`config.mk`:
```
export PLATFORM = sky130hd
export DESIGN_NAME = seg_xlate
export DESIGN_NICKNAME = d
export VERILOG_FILES = /design/src/rtl/seg_pkg.sv /design/src/rtl/seg_check.sv /design/src/rtl/seg_ctrl.sv /design/src/rtl/seg_xlate.sv
export SDC_FILE = /design/constraint.sdc
export NUM_CORES = 1
export LEC_CHECK = 0
export ABC_AREA = 0
export ABC_CLOCK_PERIOD_IN_PS = 4600
export BUFFER_PORTS_ARGS = -buffer_cell sky130_fd_sc_hd__buf_2
export CORE_MARGIN = 8
export CORE_UTILIZATION = 59
export CTS_CLUSTER_SIZE = 25
export DETAILED_ROUTE_END_ITERATION = 8
export PLACE_DENSITY = 0.87
export SLEW_MARGIN = 20
export SYNTH_ARGS = -nofsm -noshare
export SYNTH_HDL_FRONTEND = slang
export SYNTH_SLANG_ARGS = --single-unit
export TNS_END_PERCENT = 20
```
`constraint.sdc`:
```
create_clock -name clk -period 4.6 [get_ports clk]
set_clock_uncertainty 0.15 [all_clocks]
set_input_delay 0.92 -clock clk [delete_from_list [all_inputs] [get_ports clk]]
set_output_delay 0.92 -clock clk [all_outputs]
set_load 0.05 [all_outputs]
```
`src/rtl/seg_pkg.sv`:
```
package seg_pkg;
  typedef enum logic [1:0] {
    ACC_RD  = 2'd0,
    ACC_WR  = 2'd1,
    ACC_EX  = 2'd2,
    ACC_RSV = 2'd3
  } acc_t;

  typedef enum logic [2:0] {
    C_NONE = 3'd0,
    C_SEG  = 3'd1,
    C_INV  = 3'd2,
    C_PROT = 3'd3,
    C_LIM  = 3'd4
  } cause_t;

  typedef enum logic [1:0] {
    ST_IDLE = 2'd0,
    ST_RD0  = 2'd1,
    ST_RD1  = 2'd2,
    ST_FIN  = 2'd3
  } st_t;
endpackage

```
`src/rtl/seg_check.sv`:
```
module seg_check
  import seg_pkg::*;
#(
  parameter int OFF_W = 16,
  parameter int DW    = 32
) (
  input  logic [OFF_W-1:0] off,
  input  logic [1:0]       acc,
  input  logic [DW-1:0]    word,
  output logic             fault,
  output cause_t           cause
);
  localparam int V_B = OFF_W;
  localparam int R_B = OFF_W + 1;
  localparam int W_B = OFF_W + 2;
  localparam int X_B = OFF_W + 3;
  localparam int USED = OFF_W + 4;

  logic [OFF_W-1:0] limit;
  logic [3:0]       rights;
  logic             allowed;
  logic             unused_rsv;

  assign limit   = word[OFF_W-1:0];
  assign rights  = {1'b0, word[X_B], word[W_B], word[R_B]};
  assign allowed = rights[acc];

  generate
    if (DW > USED) begin : g_rsv
      assign unused_rsv = ^word[DW-1:USED];
    end else begin : g_norsv
      assign unused_rsv = 1'b0;
    end
  endgenerate

  // valid, then rights, then limit
  always_comb begin
    fault = 1'b1;
    if (!word[V_B])          cause = C_INV;
    else if (!allowed)       cause = C_PROT;
    else if (off >= limit)   cause = C_LIM;
    else begin
      cause = C_NONE;
      fault = 1'b0;
    end
  end
endmodule

```
`src/rtl/seg_ctrl.sv`:
```
module seg_ctrl
  import seg_pkg::*;
#(
  parameter int SEG_W = 4,
  parameter int OFF_W = 16,
  parameter int PA_W  = 24,
  parameter int DW    = 32
) (
  input  logic             clk,
  input  logic             rst,
  input  logic             req_valid,
  output logic             req_ready,
  input  logic [SEG_W-1:0] req_seg,
  input  logic [OFF_W-1:0] req_off,
  input  logic [1:0]       req_acc,
  input  logic [PA_W-1:0]  tbl_base,
  input  logic [SEG_W:0]   tbl_len,
  output logic             mem_rd_en,
  output logic [PA_W-1:0]  mem_rd_addr,
  input  logic [DW-1:0]    mem_rd_data,
  output logic [OFF_W-1:0] lat_off,
  output logic [1:0]       lat_acc,
  input  logic             chk_fault,
  input  cause_t           chk_cause,
  output logic             resp_valid,
  output logic             resp_trap,
  output logic [2:0]       resp_cause,
  output logic [PA_W-1:0]  resp_paddr
);
  st_t             state;
  logic [PA_W-1:0] seg_base;
  logic            seg_bad;
  logic            unused_hi;

  assign req_ready = (state == ST_IDLE);
  assign seg_bad   = ({1'b0, req_seg} >= tbl_len);
  assign unused_hi = ^mem_rd_data[DW-1:PA_W];

  always_ff @(posedge clk) begin
    if (rst) begin
      state       <= ST_IDLE;
      mem_rd_en   <= 1'b0;
      mem_rd_addr <= '0;
      seg_base    <= '0;
      lat_off     <= '0;
      lat_acc     <= '0;
      resp_valid  <= 1'b0;
      resp_trap   <= 1'b0;
      resp_cause  <= C_NONE;
      resp_paddr  <= '0;
    end else begin
      resp_valid <= 1'b0;
      case (state)
        ST_IDLE: begin
          if (req_valid) begin
            lat_off <= req_off;
            lat_acc <= req_acc;
            if (seg_bad) begin
              resp_valid <= 1'b1;
              resp_trap  <= 1'b1;
              resp_cause <= C_SEG;
              resp_paddr <= '0;
            end else begin
              mem_rd_en   <= 1'b1;
              mem_rd_addr <= tbl_base + PA_W'({req_seg, 1'b0});
              state       <= ST_RD0;
            end
          end
        end
        ST_RD0: begin
          mem_rd_addr <= mem_rd_addr + PA_W'(1);
          state       <= ST_RD1;
        end
        ST_RD1: begin
          mem_rd_en <= 1'b0;
          seg_base  <= mem_rd_data[PA_W-1:0];
          state     <= ST_FIN;
        end
        default: begin
          resp_valid <= 1'b1;
          resp_trap  <= chk_fault;
          resp_cause <= chk_cause;
          resp_paddr <= chk_fault ? '0 : seg_base + PA_W'(lat_off);
          state      <= ST_IDLE;
        end
      endcase
    end
  end

  a_r1_no_fetch: assert property (@(posedge clk) disable iff (rst)
    (req_valid && req_ready && ({1'b0, req_seg} >= tbl_len)) |=>
      (!mem_rd_en && resp_valid && resp_trap && resp_cause == C_SEG));

  a_r2_second_word: assert property (@(posedge clk) disable iff (rst)
    $rose(mem_rd_en) |=> (mem_rd_en && mem_rd_addr == $past(mem_rd_addr) + PA_W'(1)));

  a_r8_resp_after_fetch: assert property (@(posedge clk) disable iff (rst)
    $fell(mem_rd_en) |=> resp_valid);

  a_r9_busy_not_ready: assert property (@(posedge clk) disable iff (rst)
    mem_rd_en |-> !req_ready);

  a_r7_ok_no_cause: assert property (@(posedge clk) disable iff (rst)
    (resp_valid && !resp_trap) |-> (resp_cause == C_NONE));

  a_r6_trap_has_cause: assert property (@(posedge clk) disable iff (rst)
    (resp_valid && resp_trap) |-> (resp_cause != C_NONE && resp_cause <= C_LIM));
endmodule

```
`src/rtl/seg_xlate.sv`:
```
module seg_xlate
  import seg_pkg::*;
#(
  parameter int SEG_W = 4,
  parameter int OFF_W = 16,
  parameter int PA_W  = 24,
  parameter int DW    = 32
) (
  input  logic             clk,
  input  logic             rst,
  input  logic             req_valid,
  output logic             req_ready,
  input  logic [SEG_W-1:0] req_seg,
  input  logic [OFF_W-1:0] req_off,
  input  logic [1:0]       req_acc,
  input  logic [PA_W-1:0]  tbl_base,
  input  logic [SEG_W:0]   tbl_len,
  output logic             mem_rd_en,
  output logic [PA_W-1:0]  mem_rd_addr,
  input  logic [DW-1:0]    mem_rd_data,
  output logic             resp_valid,
  output logic             resp_trap,
  output logic [2:0]       resp_cause,
  output logic [PA_W-1:0]  resp_paddr
);
  logic [OFF_W-1:0] lat_off;
  logic [1:0]       lat_acc;
  logic             chk_fault;
  cause_t           chk_cause;

  seg_check #(.OFF_W(OFF_W), .DW(DW)) u_chk (
    .off   (lat_off),
    .acc   (lat_acc),
    .word  (mem_rd_data),
    .fault (chk_fault),
    .cause (chk_cause)
  );

  seg_ctrl #(.SEG_W(SEG_W), .OFF_W(OFF_W), .PA_W(PA_W), .DW(DW)) u_ctrl (
    .clk         (clk),
    .rst         (rst),
    .req_valid   (req_valid),
    .req_ready   (req_ready),
    .req_seg     (req_seg),
    .req_off     (req_off),
    .req_acc     (req_acc),
    .tbl_base    (tbl_base),
    .tbl_len     (tbl_len),
    .mem_rd_en   (mem_rd_en),
    .mem_rd_addr (mem_rd_addr),
    .mem_rd_data (mem_rd_data),
    .lat_off     (lat_off),
    .lat_acc     (lat_acc),
    .chk_fault   (chk_fault),
    .chk_cause   (chk_cause),
    .resp_valid  (resp_valid),
    .resp_trap   (resp_trap),
    .resp_cause  (resp_cause),
    .resp_paddr  (resp_paddr)
  );
endmodule

```
# Yosys cells after proc, flatten, opt, wreduce, memory -nomap -nowiden
# Index checks and enable logic that the tools add are counted.
[word_totals]
reg_bits = 98
output_inout_bits = 55
latchBits = 0
mem_bits_ro = 0
inputBits = 86
memories = 0
ramBits = 0
elab_cells = 61
[classes]
shift = 0
n_bitwise = 1
n_div = 0
multipliers = 0
muxes = 30
n_reduce_logical = 9
addsub = 3
n_lt_le_gt_ge = 3
eq_ne = 5
[ops]
columns = ["operator", "count"]
rows = [
  ["$mux 24", 5],
  ["$pmux 24 s2", 2],
  ["$add 24x1->24 const B", 1],
  ["$add 24x16->24", 1],
  ["$add 24x5->24", 1],
  ["$ge 16x16->1", 1],
  ["$mux 3", 5],
  ["$mux 1", 10],
  ["$reduce_and 3->1", 3],
  ["$pmux 1 s2", 3],
  ["$pmux 2 s3", 1],
  ["$pmux 3 s2", 1],
  ["$ge 4x5->1", 1],
  ["$mux 2", 2],
  ["$ne 2x2->1 const B", 2],
  ["$reduce_and 2->1", 2],
  ["$reduce_bool 2->1", 2],
  ["$lt 2x3->1 const B", 1],
  ["$bmux 1 s2", 1],
  ["$eq 2x1->1 const B", 1],
  ["$eq 2x2->1 const B", 1],
  ["$logic_not 2->1", 1],
  ["$ne 2x1->1 const B", 1],
  ["$reduce_or 2->1", 1],
  ["$not 1->1", 1],
]

# Longest topological paths before layout
# Gate-level depths: netlist (run 1).
[logic_depth]
word_depth = 6
ltp_mapped = 12
ltp_nobuf = 11

# By module
# A second synthesis (run 1) with hierarchy kept.
[hier_totals]
hier_cells = 793
hier_area_um2 = 6322.3
[by_module_without_submodules]
columns = ["module", "seq_area_each_um2", "instances", "area_each_um2", "cells_per_inst"]
rows = [
  ["seg_ctrl", 1961.9, 1, 5880.6, 730],
  ["seg_check", 0.0, 1, 441.7, 63],
]

# Worst setup path before layout (run 1)
# OpenSTA, ideal clock, no wires.
[synth_timing]
kind = "in2reg"
start = "in req_seg[0]"
end = "reg u_ctrl.mem_rd_addr[20]"
setup_ns = 0.112
cell_stages = 11
required_time_ns = 4.338
arrival_time_ns = 2.689
slack_ns = 1.648
path_cell_list = "inv_1 -> ha_1 -> nand2b_1 -> a211o_1 -> a31oi_1 -> a21o_1 -> buf_4 -> o21a_1 -> buf_2 -> nor2_1 -> a2111oi_1"
[synth_between]
elab_chain_cells = 4
[synth_lines]
columns = ["element", "line_no", "source"]
rows = [
  ["from (decl)", "seg_xlate.sv:13", "input logic [SEG_W-1:0] req_seg,"],
  ["$add 24x5->24", "seg_ctrl.sv:65", "mem_rd_addr <= tbl_base + PA_W'({req_seg, 1'b0});"],
  ["$mux 24", "seg_ctrl.sv:58", "if (seg_bad) begin"],
  ["$mux 24", "seg_ctrl.sv:55", "if (req_valid) begin"],
  ["$pmux 24 s2", "seg_ctrl.sv:53", "case (state)"],
  ["to (signal assigned)", "seg_ctrl.sv:65", ""],
  ["to (signal assigned)", "seg_ctrl.sv:71", "mem_rd_addr <= mem_rd_addr + PA_W'(1);"],
  ["to (decl)", "seg_ctrl.sv:19", "output logic [PA_W-1:0] mem_rd_addr,"],
]
# Several ways; a longest one is shown, not always the timed one. The select of a mux whose other input is x is not followed.
# A chain may end at the register's enable or synchronous reset.

# Final worst setup path (run 1)
# Ends and elaborated chain as after synthesis.

==> results.py, run 1 <==
metrics = {
    "routing": {
        "ant_nets": 0,
        "wl_mm": 15.4,
        "drt_iter0_drc": 437,
        "routedWlPerCell_um": 15.8,
        "num_vias": 5618,
        "drt-vias-per-instance": 5.75,
        "drcViolationCount": 0,
        "firstDrtPassIters": 5,
    },
    "power": {
        "power_density_nw_per_um2": 518,
        "peakVddDrop_v": 0.000300,
        "p_comb_frac": 0.516,
        "seq_power_share": 0.351,
        "p_leak_nw": 3.00,
        "clkPwrFrac": 0.133,
        "internal_power_mw": 1.78,
        "switchingPower_mw": 1.68,
        "p_total_mw": 3.47,
        "swShare": 0.485,
    },
    "cells_and_area": {
        "final_cell_mix": "buf_2, nand2_1, dfxtp_1",
        "multi_input_area_um2": 3580,
        "drive_gt1_frac": 0.185,
        "seqCellArea_um2": 1960,
        "n_antenna_cell": 0,
        "final_common_cell": "buf_2",
        "area_growth_pct": 14.6,
        "finish.instance_area_um2": 6690,
        "fill_cells": 807,
        "finalNetCount": 974,
    },
    "die": {
        "die_w_um": 116,
        "rows": 36,
        "initial_utilization": 0.603,
        "die_h_um": 116,
        "die-area_um2": 13300,
        "coreArea_um2": 9680,
        "ios": 141,
    },
    "synthesis": {
        "async_flop_share": 0,
        "synth-edff-count": 0,
        "synth_seq_cells": 98,
        "syn_area_per_cell_um2": 8.01,
        "synth_seq_area_share": 0.336,
        "syn-num-nets": 861,
        "syn_inst": 729,
        "netlist_area_um2": 5840,
        "ys.flop_type": "dfxtp_1",
        "yosysWarnings": 0,
        "yosysUniqueCellTypes": 58,
    },
    "cts": {
        "cts.sinks": 98,
        "clk_latency_ns": 0.36,
        "post_cts_buffers": 0,
        "htreeDepth": 3,
        "clockBufferDepth": 2,
        "root_buffer": "clkbuf_8",
        "holdBufCountCts": 0,
        "clk_pin_slew_ns": 0.09,
        "cts_buffers": 9,
        "cts_resized": 0,
        "tritoncts": "built",
    },
    "timing": {
        "rsz0062_at_grt": "no",
        "slew_headroom": 0.452,
        "final-setup-viol-count": 0,
        "fin_crit_sh": 0.716,
        "max_freq_mhz": 304,
        "setup-tns-final_ns": 0,
        "fin_ws_ns": 1.31,
        "worst_pin_slew_ns": 0.822,
        "fin_crit_ns": 3.29,
        "hold_slack_ns": 0.299,
        "slew_viol_final": 0,
        "hold_viol_final": 0,
    },
    "grt": {
        "use_met1": 0.266,
        "grt_util_met3": 0.0500,
        "busiest_layer": "met2",
        "grt_pass1_wl_mm": 24.9,
        "overflow": 0,
        "antenna_found_initial": 0,
        "grt_max_degree": 59,
        "globalRouteTotalUtil": 0.229,
        "grt_pass1_vias": 5481,
        "met2_usage": 0.400,
    },
    "placement": {
        "place_area_um2": 6550,
        "gp_congestion": 0.862,
        "hpwl_mm": 11.9,
        "port_buffers": 132,
        "dp_slack_ns": 0.928,
    },
    "min_path": {
        "hold_path_class": "reg2reg",
    },
    "outcome": {
        "status": "completed",
    },
    "critical_path": {
        "end_kind": "flip-flop",
        "crit_family": "compound AO/OA/AOI/OAI gates",
        "required_ns": 4.69,
        "crit_path_top_delay_cell": "a21o_1",
        "cp_slowest_stage_delay_ns": 0.37,
        "crit_chain": "buf_2 > inv_1 > ha_1 > nand2b_1 > a211o_1 > a31oi_1 > a21o_1 > o21a_1 > buf_4 > nor2_1 > a2111oi_1",
        "crit_path_start_kind": "primary input",
        "critPathBufInv": 3,
        "arrival_ns": 3.39,
        "crit_fanout": 38,
        "crit_type": "in2reg",
    },
    "run": {
        "drv_cap": 0,
    },
}
tightest hold or removal path: stages (launching register included):
cell,delay (ns)
dfxtp_1,0.31
nand2_1,0.05
a21oi_1,0.05
cells by family after synthesis:
kind of cell | share of synthesized area
flops | 0.336
xor+xnor | 0.0600
mux | 0.0465
buf+inv | 0.0505
simple gates | 0.203
fa+ha+maj | 0.101
compound gates | 0.203
final timing paths:
path / startpoint / endpoint / slack [ns] / depth (start not counted)
setup reg to reg: u_ctrl.lat_off[0] / u_ctrl.resp_paddr[22] / 1.71 / 10
setup / recovery: req_seg[0] / u_ctrl.mem_rd_addr[20] / 1.31 / 11
hold / removal: u_ctrl.resp_paddr[5] / u_ctrl.resp_paddr[5] / 0.30 / 2
hold reg to reg: u_ctrl.resp_paddr[5] / u_ctrl.resp_paddr[5] / 0.30 / 2
synthesized netlist by cell type, types with 8 or more instances:
master | number | area share
mux2i_1 | 26 | 0.045
o21ai_0 | 23 | 0.020
nand2_1 | 101 | 0.065
nand3_1 | 31 | 0.027
nand4_1 | 11 | 0.012
dfxtp_1 | 98 | 0.34
xnor2_1 | 26 | 0.039
ha_1 | 44 | 0.094
xor2_1 | 14 | 0.021
a21o_1 | 10 | 0.013
inv_1 | 37 | 0.024
and3_1 | 10 | 0.011
a21oi_1 | 66 | 0.057
clkbuf_1 | 20 | 0.013
a22o_1 | 14 | 0.021
nor2_1 | 71 | 0.046
nor3_1 | 8 | 0.0069
a211oi_1 | 17 | 0.022
state kept, by name, indices dropped and copies added, names as in the netlist:
register	flops
u_ctrl.lat_acc	2
u_ctrl.lat_off	16
u_ctrl.mem_rd_addr	24
u_ctrl.mem_rd_en	1
u_ctrl.resp_cause	3
u_ctrl.resp_paddr	24
u_ctrl.resp_trap	1
u_ctrl.resp_valid	1
u_ctrl.seg_base	24
u_ctrl.state	2
final cells by class:
cell class / instances / share of cell area
inverter: 38 / 0.0213
timing repair buffer: 137 / 0.104
tap: 133 / 0.0249
sequential: 98 / 0.293
multi-input combinational: 558 / 0.536
clock inverter: 1 / 0.000748
clock buffer: 12 / 0.0202
through the flow:
step / utilization / std cells
floorplan: - / 729
global placement: 0.677 / 964
detailed placement: 0.677 / 964
CTS: 0.691 / 977
global route: 0.691 / 977
finish: 0.691 / 977
power by group through the flow:
stage	combinational, mW	clock, mW	sequential, mW
after CTS	1.78	0.470	1.21
after global routing	1.94	0.502	1.24
after global placement	1.72	0	1.21
after floorplan	1.06	0	1.53
final	1.79	0.463	1.22
after detailed placement	1.78	0	1.23
per-layer routing:
metal / part of all wire / vias up
met1: 0.42 / 2572
met5: 0 / -
met2: 0.49 / 225
li1: - / 2797
met3: 0.074 / 24
met4: 0.016 / 0
No activity file was read; power rests on OpenSTA's default activity.
==> run 2: changes to the inputs <==
Settings changed: ABC_CLOCK_PERIOD_IN_PS 4600 to 3300, CORE_UTILIZATION 59 to 54, PLACE_DENSITY 0.87 to 0.8.
Clock period 4.6 ns to 3.3 ns, I/O delays scaled along.
==> results.py, run 2 (same netlist as run 1, synthesis figures left out) <==
metrics = {
    "grt": {
        "antenna_found_initial": 1,
        "grt_pass1_wl_mm": 25.4,
        "globalRouteTotalUtil": 0.211,
        "overflow": 0,
        "grt_max_degree": 57,
        "grt_pass1_vias": 5521,
    },
    "cells_and_area": {
        "n_antenna_cell": 0,
        "final_util": 0.636,
        "largestRegisters": "u_ctrl.mem_rd_addr: 24 flops, u_ctrl.resp_paddr: 24 flops, u_ctrl.seg_base: 24 flops",
        "final_common_cell": "buf_2",
        "drive_gt1_frac": 0.197,
        "finalNetCount": 982,
        "area_growth_pct": 16.4,
        "final_cell_mix": "buf_2, nand2_1, dfxtp_1",
    },
    "routing": {
        "wl_mm": 15.6,
        "num_vias": 5739,
        "drt-vias-per-instance": 5.77,
        "drcViolationCount": 0,
        "ant_nets": 0,
        "firstDrtPassIters": 6,
        "routedWlPerCell_um": 15.7,
        "drt_iter0_drc": 409,
    },
    "die": {
        "die_w_um": 120,
        "rows": 38,
        "die_h_um": 120,
        "initial_utilization": 0.546,
        "die-area_um2": 14400,
        "coreArea_um2": 10700,
        "ios": 141,
    },
    "timing": {
        "max_freq_mhz": 337,
        "fin_crit_ns": 2.96,
        "slew_headroom": 0.446,
        "rsz0062_at_grt": "no",
        "final-setup-viol-count": 0,
        "hold_viol_final": 0,
        "fin_crit_sh": 0.898,
        "slew_viol_final": 0,
        "worst_pin_slew_ns": 0.830,
        "setup-tns-final_ns": 0,
    },
    "critical_path": {
        "crit_top_cell": "a21oi_1",
        "required_ns": 3.41,
        "crit_fanout": 4,
        "arrival_ns": 3.08,
        "crit_type": "reg2reg",
        "cp_slowest_stage_delay_ns": 0.43,
        "r2r_start": "u_ctrl.lat_off[0]",
        "crit_path_start_kind": "flip-flop",
        "crit_path_top_delay_cell": "fa_1",
        "crit_chain": "ha_1 > fa_1 > a21oi_1 > nor2_1 > nand4b_1 > a31oi_1 > a21oi_1 > o211ai_1 > xnor2_1 > a22o_1",
        "end_kind": "flip-flop",
        "startpoint": "u_ctrl.lat_off[0]",
    },
    "placement": {
        "hpwl_mm": 12.1,
        "gp_congestion": 0.894,
        "port_buffers": 132,
    },
    "cts": {
        "clk_pin_slew_ns": 0.09,
        "cts_buffers": 9,
        "cts.sinks": 98,
        "root_buffer": "clkbuf_8",
        "post_cts_buffers": 0,
        "htreeDepth": 3,
        "clk_latency_ns": 0.36,
        "cts_resized": 0,
        "clockBufferDepth": 2,
        "holdBufCountCts": 0,
        "tritoncts": "built",
    },
    "power": {
        "power_density_nw_per_um2": 729,
        "peakVddDrop_v": 0.000576,
        "p_leak_nw": 3.05,
    },
    "min_path": {
        "min_from": "u_ctrl.resp_paddr[1]",
        "hold_path_class": "reg2reg",
    },
    "outcome": {
        "status": "completed",
    },
    "run": {
        "drv_cap": 0,
    },
}
-- run 2: changes by cell type in the layout (fill, tap and decap cells not counted) --
cell | previous run | this run
buf_12 | 0 | 1
ha_2 | 0 | 1
ha_1 | 44 | 43
buf_4 | 5 | 12
clkinvlp_4 | 0 | 1
clkinv_4 | 0 | 2
clkbuf_1 | 3 | 2
-- run 2: worst max-delay path: cells and delay by family, from the launching register on --
family / cells / cell delay, ns
AOI/OAI and AO/OA: 5 / 1.26
and+or+nand+nor: 2 / 0.35
adders and majority gates: 2 / 0.69
xor gates and xnor gates: 1 / 0.09
DFF: 1 / 0.33
-- run 2: where the power goes --
group | total, mW | internal [mW] | switching (mW)
logic | 2.58 | 0.856 | 1.73
registers | 1.69 | 1.44 | 0.249
clock network | 0.685 | 0.273 | 0.412
total | 4.96 | 2.57 | 2.39
-- run 2: final timing paths --
path / endpoint / slack (ns) / depth (start not counted)
hold reg to reg: u_ctrl.resp_paddr[1] / 0.31 / 2
setup / recovery: u_ctrl.resp_paddr[22] / 0.34 / 10
setup reg to reg: u_ctrl.resp_paddr[22] / 0.34 / 10
hold / removal: u_ctrl.resp_paddr[1] / 0.31 / 2
-- run 2: metrics by stage --
step	cells	hold slack, ns	setup slack, ns	instance area [µm²]	power (mW)
floorplan	729	0.300	0.609	5840	3.61
global placement	979	0.290	0.267	6640	4.18
detailed placement	979	0.295	0.140	6640	4.27
CTS	994	0.307	0.338	6800	4.96
global route	994	0.318	0.188	6800	5.28
finish	994	0.309	0.336	6800	4.96
-- run 2: metal layers --
metal | track usage | share of wire | vias to the layer above
met5 | 0 | 0.00083 | -
met4 | 0.0906 | 0.021 | 2
met3 | 0.0404 | 0.062 | 26
met2 | 0.364 | 0.49 | 214
met1 | 0.250 | 0.43 | 2693
li1 | - | - | 2804
-- run 2: final cells by class --
| type | instances | area [µm²] |
|---|---|---|
| Clock buffer | 11 | 131 |
| Tap cell | 140 | 175 |
| Clock inverter | 4 | 30.0 |
| Sequential cell | 98 | 1960 |
| Fill cell | 926 | 3900 |
| Multi-Input combinational cell | 558 | 3590 |
| Timing Repair Buffer | 145 | 771 |
| Inverter | 38 | 143 |
